<file path="src/rtl/srl_pkg.sv">
package srl_pkg;
  // Strobes sent from the control unit to the datapath.
  typedef struct packed {
    logic shiftEn;  // take one data bit
    logic commit;   // decode and store the assembled word
    logic reject;   // drop the assembled word
  } ctrlStrobes_t;
endpackage

</file>
<file path="src/rtl/srl_sync_edge.sv">
module srl_sync_edge #(
  parameter int N_SIG = 3,
  parameter int STAGES = 2,
  parameter logic [N_SIG-1:0] RESET_VAL = '0
) (
  input  logic             clk,
  input  logic             rst_n,
  input  logic [N_SIG-1:0] asyncIn,
  output logic [N_SIG-1:0] level,
  output logic [N_SIG-1:0] rise,
  output logic [N_SIG-1:0] fall
);
  logic [N_SIG-1:0] chain [STAGES];
  logic [N_SIG-1:0] prevLevel;

  genvar st;
  generate
    for (st = 0; st < STAGES; st++) begin : g_stage
      if (st == 0) begin : g_first
        always_ff @(posedge clk or negedge rst_n) begin
          if (!rst_n) chain[0] <= RESET_VAL;
          else        chain[0] <= asyncIn;
        end
      end else begin : g_next
        always_ff @(posedge clk or negedge rst_n) begin
          if (!rst_n) chain[st] <= RESET_VAL;
          else        chain[st] <= chain[st-1];
        end
      end
    end
  endgenerate

  always_ff @(posedge clk or negedge rst_n) begin
    if (!rst_n) prevLevel <= RESET_VAL;
    else        prevLevel <= chain[STAGES-1];
  end

  assign level = chain[STAGES-1];
  assign rise  = chain[STAGES-1] & ~prevLevel;
  assign fall  = ~chain[STAGES-1] & prevLevel;
endmodule

</file>
<file path="src/rtl/srl_ctrl.sv">
module srl_ctrl
  import srl_pkg::*;
#(
  parameter int WORD_W = 24
) (
  input  logic         clk,
  input  logic         rst_n,
  input  logic         sclkRise,
  input  logic         latchLevel,
  input  logic         latchRise,
  input  logic         latchFall,
  output ctrlStrobes_t strobes,
  output logic         frameError
);
  localparam int CNT_W = $clog2(WORD_W + 2);
  localparam logic [CNT_W-1:0] CNT_FULL = CNT_W'(WORD_W);
  localparam logic [CNT_W-1:0] CNT_SAT  = CNT_W'(WORD_W + 1);

  logic [CNT_W-1:0] edgeCnt;
  logic             lenOk;

  assign lenOk = (edgeCnt == CNT_FULL);

  always_comb begin
    strobes.shiftEn = sclkRise && !latchLevel && !latchFall;
    strobes.commit  = latchRise && lenOk;
    strobes.reject  = latchRise && !lenOk;
  end

  // Edge counter: cleared when latch falls, saturates above a full word.
  always_ff @(posedge clk or negedge rst_n) begin
    if (!rst_n) begin
      edgeCnt <= '0;
    end else if (latchFall) begin
      edgeCnt <= '0;
    end else if (strobes.shiftEn && edgeCnt != CNT_SAT) begin
      edgeCnt <= edgeCnt + 1'b1;
    end
  end

  always_ff @(posedge clk or negedge rst_n) begin
    if (!rst_n) frameError <= 1'b0;
    else        frameError <= strobes.reject;
  end
endmodule

</file>
<file path="src/rtl/srl_datapath.sv">
module srl_datapath
  import srl_pkg::*;
#(
  parameter int WORD_W     = 24,
  parameter int ADDR_W     = 2,
  parameter int MOD_W      = 11,
  parameter int MOD_LSB    = 3,
  parameter int LOADCTL_BIT = 23,
  parameter int MULT_W     = 4,
  parameter int MULT_LSB   = 12
) (
  input  logic                      clk,
  input  logic                      rst_n,
  input  ctrlStrobes_t              strobes,
  input  logic                      dataBit,
  output logic [WORD_W-ADDR_W-1:0]  fracWord,
  output logic [MOD_W-1:0]          modulus,
  output logic [MOD_W-1:0]          resyncDelay,
  output logic [MULT_W-1:0]         resyncMult,
  output logic [WORD_W-ADDR_W-1:0]  ctrlWord,
  output logic [WORD_W-ADDR_W-1:0]  auxWord,
  output logic                      loadEvent
);
  localparam int PAY_W = WORD_W - ADDR_W;
  localparam logic [ADDR_W-1:0] DEST_FRAC = ADDR_W'(0);
  localparam logic [ADDR_W-1:0] DEST_MOD  = ADDR_W'(1);
  localparam logic [ADDR_W-1:0] DEST_CTRL = ADDR_W'(2);
  localparam logic [ADDR_W-1:0] DEST_AUX  = ADDR_W'(3);

  logic [WORD_W-1:0] shiftReg;
  logic [ADDR_W-1:0] dest;
  logic [PAY_W-1:0]  payload;
  logic [MOD_W-1:0]  modField;
  logic [MULT_W-1:0] multField;
  logic              loadCtl;

  assign dest      = shiftReg[ADDR_W-1:0];
  assign payload   = shiftReg[WORD_W-1:ADDR_W];
  assign modField  = shiftReg[MOD_LSB +: MOD_W];
  assign multField = shiftReg[MULT_LSB +: MULT_W];
  assign loadCtl   = shiftReg[LOADCTL_BIT];

  // MSB-first input shift register.
  always_ff @(posedge clk or negedge rst_n) begin
    if (!rst_n)               shiftReg <= '0;
    else if (strobes.shiftEn) shiftReg <= {shiftReg[WORD_W-2:0], dataBit};
  end

  always_ff @(posedge clk or negedge rst_n) begin
    if (!rst_n) begin
      fracWord    <= '0;
      modulus     <= '0;
      resyncDelay <= '0;
      resyncMult  <= '0;
      ctrlWord    <= '0;
      auxWord     <= '0;
    end else if (strobes.commit) begin
      unique case (dest)
        DEST_FRAC: fracWord <= payload;
        DEST_MOD: begin
          if (loadCtl) resyncDelay <= modField;
          else         modulus     <= modField;
        end
        DEST_CTRL: begin
          ctrlWord   <= payload;
          resyncMult <= multField;
        end
        DEST_AUX: auxWord <= payload;
        default: ;
      endcase
    end
  end

  always_ff @(posedge clk or negedge rst_n) begin
    if (!rst_n) loadEvent <= 1'b0;
    else        loadEvent <= strobes.commit;
  end
endmodule

</file>
<file path="src/rtl/srl_load_port.sv">
module srl_load_port
  import srl_pkg::*;
#(
  parameter int WORD_W      = 24,
  parameter int ADDR_W      = 2,
  parameter int MOD_W       = 11,
  parameter int MOD_LSB     = 3,
  parameter int LOADCTL_BIT = 23,
  parameter int MULT_W      = 4,
  parameter int MULT_LSB    = 12,
  parameter int SYNC_STAGES = 2
) (
  input  logic                     clk,
  input  logic                     rst_n,
  input  logic                     sclkIn,
  input  logic                     sdataIn,
  input  logic                     latchIn,
  output logic [WORD_W-ADDR_W-1:0] fracWord,
  output logic [MOD_W-1:0]         modulus,
  output logic [MOD_W-1:0]         resyncDelay,
  output logic [MULT_W-1:0]        resyncMult,
  output logic [WORD_W-ADDR_W-1:0] ctrlWord,
  output logic [WORD_W-ADDR_W-1:0] auxWord,
  output logic                     loadEvent,
  output logic                     frameError
);
  // Bit order on the synchronizer bus: {latch, data, sclk}.
  localparam int IDX_SCLK  = 0;
  localparam int IDX_DATA  = 1;
  localparam int IDX_LATCH = 2;

  logic [2:0]   syncLevel;
  logic [2:0]   syncRise;
  logic [2:0]   syncFall;
  ctrlStrobes_t strobes;

  srl_sync_edge #(
    .N_SIG(3), .STAGES(SYNC_STAGES), .RESET_VAL(3'b100)
  ) u_sync (
    .clk(clk), .rst_n(rst_n),
    .asyncIn({latchIn, sdataIn, sclkIn}),
    .level(syncLevel), .rise(syncRise), .fall(syncFall)
  );

  srl_ctrl #(.WORD_W(WORD_W)) u_ctrl (
    .clk(clk), .rst_n(rst_n),
    .sclkRise(syncRise[IDX_SCLK]),
    .latchLevel(syncLevel[IDX_LATCH]),
    .latchRise(syncRise[IDX_LATCH]),
    .latchFall(syncFall[IDX_LATCH]),
    .strobes(strobes),
    .frameError(frameError)
  );

  srl_datapath #(
    .WORD_W(WORD_W), .ADDR_W(ADDR_W), .MOD_W(MOD_W), .MOD_LSB(MOD_LSB),
    .LOADCTL_BIT(LOADCTL_BIT), .MULT_W(MULT_W), .MULT_LSB(MULT_LSB)
  ) u_dp (
    .clk(clk), .rst_n(rst_n),
    .strobes(strobes),
    .dataBit(syncLevel[IDX_DATA]),
    .fracWord(fracWord), .modulus(modulus), .resyncDelay(resyncDelay),
    .resyncMult(resyncMult), .ctrlWord(ctrlWord), .auxWord(auxWord),
    .loadEvent(loadEvent)
  );

  logic unusedFall;
  assign unusedFall = |{syncFall[IDX_SCLK], syncFall[IDX_DATA], syncRise[IDX_DATA]};
endmodule

</file>
<file path="config.mk">
export PLATFORM = sky130hd
export DESIGN_NAME = srl_load_port
export DESIGN_NICKNAME = d
export VERILOG_FILES = /design/src/rtl/srl_pkg.sv /design/src/rtl/srl_sync_edge.sv /design/src/rtl/srl_ctrl.sv /design/src/rtl/srl_datapath.sv /design/src/rtl/srl_load_port.sv
export SDC_FILE = /design/constraint.sdc
export NUM_CORES = 1
export LEC_CHECK = 0
export CAP_MARGIN = 20
export CORE_UTILIZATION = 40
export CTS_BUF_LIST = sky130_fd_sc_hd__clkbuf_4
export CTS_CLUSTER_SIZE = 8
export DETAILED_ROUTE_END_ITERATION = 10
export PLACE_DENSITY = 0.67
export RECOVER_POWER = 25
export SYNTH_ARGS = -nofsm -noshare
export SYNTH_HDL_FRONTEND = slang
export SYNTH_SLANG_ARGS = --single-unit
export TNS_END_PERCENT = 5
</file>
<file path="constraint.sdc">
create_clock -name clk -period 1.96 [get_ports clk]
set_clock_uncertainty 0.1 [all_clocks]
set_input_delay 0.588 -clock clk [delete_from_list [all_inputs] [get_ports clk]]
set_output_delay 0.588 -clock clk [all_outputs]
set_load 0.02 [all_outputs]
</file>
# == Yosys cells after proc, flatten, opt, wreduce, memory -nomap -nowiden ==
# Index checks and enable logic that the tools add are counted.
# word_totals
regBits,132
latchBits,0
ram_bits,0
rom_bits,0
input_bits,5
output_inout_bits,94
wordCells,41
memories,0
# op_classes
add_sub_neg,1
n_mul,0
div_mod_pow,0
magnitude_cmp,0
n_eq_ne,5
shifts,0
n_mux,2
bitwise_logic,5
n_reduce_logical,15
# op_table
operator,n
$mux 5,2
$and 3x3->3,2
$not 3->3,2
$reduce_and 2->1,3
$reduce_and 3->1,2
$add 5x1->5 const B,1
$eq 5x5->1 const B,1
$logic_and 1x1->1,5
$ne 5x5->1 const B,1
$eq 2x2->1 const B,2
$logic_not 1->1,3
$eq 2x1->1 const B,1
$logic_not 2->1,1
$reduce_bool 2->1,1
$not 1->1,1

# == Logic depth before layout (Yosys ltp) ==
# depth
ltp_word,7
depth_mapped,7
ltp_nobuf,5

# == Hierarchy ==
# Synthesis repeated with hierarchy kept, for this count alone.
# hier_totals
hier_cells,298
area_unflattened_um2,4878.4
# modules_own_cells
mod,instances,cells_per_inst,area_per_inst_um2,seq_area_each_um2
srl_datapath,1,245,4226.6,2827.7
srl_ctrl,1,35,347.8,150.1
srl_sync_edge,1,18,304.0,229.0

# == Worst setup path after synthesis ==
# Ideal clock, no wire load.
# synth_path
path_type,register to register
start,register u_ctrl.edgeCnt[0]
end,register u_dp.fracWord[10]
setup_time_ps,125
arrival_ps,1781
required_ps,1735
slack_ps,-46
stages_incl_launch_ff,8
n_path_buf,2
period_less_slack_ps,2006
path_cell_list,dfrtp_1 inv_1 ha_1 nand4b_4 or4_1 buf_2 buf_6 mux2_4
# synth_between
elab_chain_cells,3
# synth_rtl
element,line,source
start: declaration,srl_ctrl.sv:19,logic [CNT_W-1:0] edgeCnt;
start signal: assignment,srl_ctrl.sv:37,edgeCnt <= edgeCnt + 1'b1;
$eq 5x5->1,srl_ctrl.sv:22,assign lenOk = (edgeCnt == CNT_FULL);
$logic_and 1x1->1,srl_ctrl.sv:26,strobes.commit = latchRise && lenOk;
$reduce_and 2->1 (no source line),--,
end signal: assignment,srl_datapath.sv:59,DEST_FRAC: fracWord <= payload;
end: declaration,srl_datapath.sv:16,"output logic [WORD_W-ADDR_W-1:0] fracWord,"
# No other way between the ends.
# A chain may end at the register's enable or synchronous reset.

# == Worst setup path after layout ==
# layout_path
start,register u_ctrl.edgeCnt[0]
end,register u_dp.ctrlWord[15]
# layout_between
elab_chain_cells,3
# layout_rtl
element,line,source
$eq 5x5->1,srl_ctrl.sv:22,
$logic_and 1x1->1,srl_ctrl.sv:26,
$reduce_and 2->1 (no source line),--,
end signal: assignment,srl_datapath.sv:65,ctrlWord <= payload;
end: declaration,srl_datapath.sv:20,"output logic [WORD_W-ADDR_W-1:0] ctrlWord,"
# No other way between the ends.

==> impl_metrics.toml <==
[placed_design]
port_buffers = 98
gp_congestion = 0.721
hpwl_um = 6860

[route]
drtIter0Drc = 149
drtPass1Iterations = 4
postRouteAntennaNets = 0
wl_per_cell_um = 17.0
drt-total-wl_um = 10700
drc = 0
vias_per_cell = 4.93
num_vias = 3112

[timing]
holdWs_ns = 0.257
setup_slack_ns = -0.109
final_max_slew_viol_count = 0
hold_violations = 0
layout_min_cycle_time_ns = 2.07
slew_headroom = 0.225
tightest_slew_ns = 1.16
fin_tns_setup_ns = -1.84
setup_viol_count_final = 22
max_freq_mhz = 483
rsz0062_at_grt = "yes"
fin_crit_sh = 1.06

[synth]
ys_ff_latch = 127
synth-edff-count = 0
yosysTopAreaCell = "dfrtp_1"
yosys_warnings = 0
yosys.cell_types.count = 31
async_reset_ff_frac = 1.00
yosysSeqAreaShare = 0.648
syn_nets = 351
synth.area.top_cells = "dfrtp_1, mux2_2, mux2_4"
syn-cell-area_um2 = 4910
synth.top_cell.area_share = 0.632
ys.flop_type = "dfrtp_1"
yosysMostFrequentCell = "dfrtp_1"
synthTopCellsByCount = "dfrtp_1, nand2_1, mux2_2"
synth_cells = 343
synth_area_per_cell_um2 = 14.3

[worst_setup_path]
path_class = "reg -> reg"
required_ns = 2.25
reg2reg_slack_ns = -0.11
crit_path_end_kind = "flop"
path_max_fanout = 7
critPathArrivalTime_ns = 2.36
cp-startpoint = "u_ctrl.edgeCnt[0]"
reg2reg_depth = 8
rr_endpoint = "u_dp.ctrlWord[15]"
startpoint_type = "flop"
r2r-start = "u_ctrl.edgeCnt[0]"

[cts]
cts_buffers = 17
cts_sinks = 127
clkTransAtPathRegs_ns = 0.10
insertion_delay_ns = 0.50
root_buffer = "clkbuf_4"
htree_levels = 4
cts_buffer_depth = 2
cts_tree = "done"

[die]
start_util = 0.409
fp.coreArea_um2 = 12000
row_count = 40
die_w_um = 113
die_area_um2 = 12700
io_pins = 99
dieHeight_um = 113

[run_status]
status = "complete, but fails checks"
violations = "negative setup slack"

[pwr]
comb_power_share = 0.037
p_clk_frac = 0.401
power.internal_mw = 3.72
swShare = 0.225
pwr_density_cell_nw_per_um2 = 729
power_leakage_nw = 3.42
seqPwrFrac = 0.563
switching_power_mw = 1.08
ir_worst_vdd_uv = 343

[layout]
syn_to_final_growth_pct = 34.0
num_antenna_cells = 0
nNetsFinal = 479
final_layout_size_suffix_gt1_frac = 0.399

[job]
cap_violations = 0

[global_routing]
grt_overflow = 0
grt_max_degree = 54
antenna_found_initial = 0
grt_pass1_wl_um = 17200
grt_pass1_vias = 3136
grt_use_total = 0.177

[worst_hold_path]
hp-class = "reg -> reg"
worstHoldPathCells = 0
hold_end = "u_sync.level[0]"
hp-start = "u_sync.chain[3]"
## layer usage
metal,global-route usage,part of all wire
met4,0.0640,0.013
met3,0.0627,0.072
met5,0,0
met2,0.257,0.44
met1,0.246,0.47
## worst max path at each step
| stage | slack [ns] | depth (start not counted) | to |
|---|---|---|---|
| after detailed placement | -0.1 | 7 | u_dp.modulus[0] |
| after floorplan | -0.04 | 7 | u_dp.fracWord[10] |
| after global placement | -0.11 | 7 | u_dp.modulus[0] |
| final | -0.11 | 8 | u_dp.ctrlWord[15] |
| after CTS | -0.03 | 7 | u_dp.ctrlWord[5] |
| after global routing | -0.18 | 8 | u_dp.ctrlWord[15] |
## what timing repair did
item	4_1_cts	5_1_grt
gates resized for setup	173	95
gates cloned	0	1
buffers inserted	0	5
endpoints found under the hold margin	16	0
setup endpoints to repair	161	140
hold buffers	1	0
pin swaps	2	2
## layout make-up
type | instances | area (um^2)
clock buffer | 18 | 135
clock inverter | 14 | 173
fill | 1020 | 5430
inverter | 5 | 18.8
multi-input combinational | 192 | 1750
sequential | 127 | 3180
tap | 147 | 184
timing repair buffer | 128 | 1140
## cell usage in the layout (no fill, tap or decap), types with 6 or more instances in the layout
master             n
clkdlybuf4s15_1   43
dfrtp_1          124
clkdlybuf4s15_2   12
clkbuf_4          18
mux2_1             9
nand2_1           69
buf_4             19
mux2_4            47
clkbuf_2          33
o21ai_0            6
mux2_2            32
## critical path, stage by stage (launching register included)
cell and delay, ns:
dfrtp_1 0.40, inv_2 0.08, ha_4 0.14, nand4b_4 0.12, buf_6 0.16, nor4_4 0.29
buf_4 0.19, buf_12 0.15, mux2_4 0.31
## flip-flops by register name (all words and copies together), names as in the netlist
signal / cells
u_dp.loadEvent: 1
u_dp.shiftReg: 24
u_ctrl.frameError: 1
u_dp.modulus: 11
u_dp.fracWord: 22
u_dp.auxWord: 22
u_sync.chain: 3
u_sync.prevLevel: 2
u_ctrl.edgeCnt: 5
u_sync.level: 3
u_dp.ctrlWord: 22
u_dp.resyncDelay: 11
## through the flow
step	setup slack (ns)	instance area [um^2]	total power, mW	utilization	instances
4_1_cts	-0.0263	6550	4.87	0.545	625
3_5_place_dp	-0.0960	6230	2.92	0.518	592
5_1_grt	-0.177	6590	5.02	0.548	631
3_3_place_gp	-0.107	6230	2.91	0.518	592
6_report	-0.109	6590	4.80	0.548	631
2_1_floorplan	-0.0449	4920	2.79	-	343
## power groups by stage
stage	Clock [mW]	Combinational, mW	Sequential [mW]
6_report	1.92	0.176	2.70
5_1_grt	2.10	0.204	2.71
4_1_cts	1.99	0.175	2.70
3_5_place_dp	0	0.170	2.75
3_3_place_gp	0	0.163	2.75
2_1_floorplan	0	0.0505	2.74
## logic make-up (layout without fill, tap and decap cells)
logic type,count (synthesis),after routing,share of synthesized area
multiplexers,90,90,0.221
flip-flops,127,127,0.648
AND/OR/NAND/NOR,90,90,0.0876
AO/OA/AOI/OAI,9,9,0.00917
buffers and inverters,24,165,0.0270
adder cells (fa/ha/maj),3,3,0.00764
No activity file was read; power rests on OpenSTA's default activity.
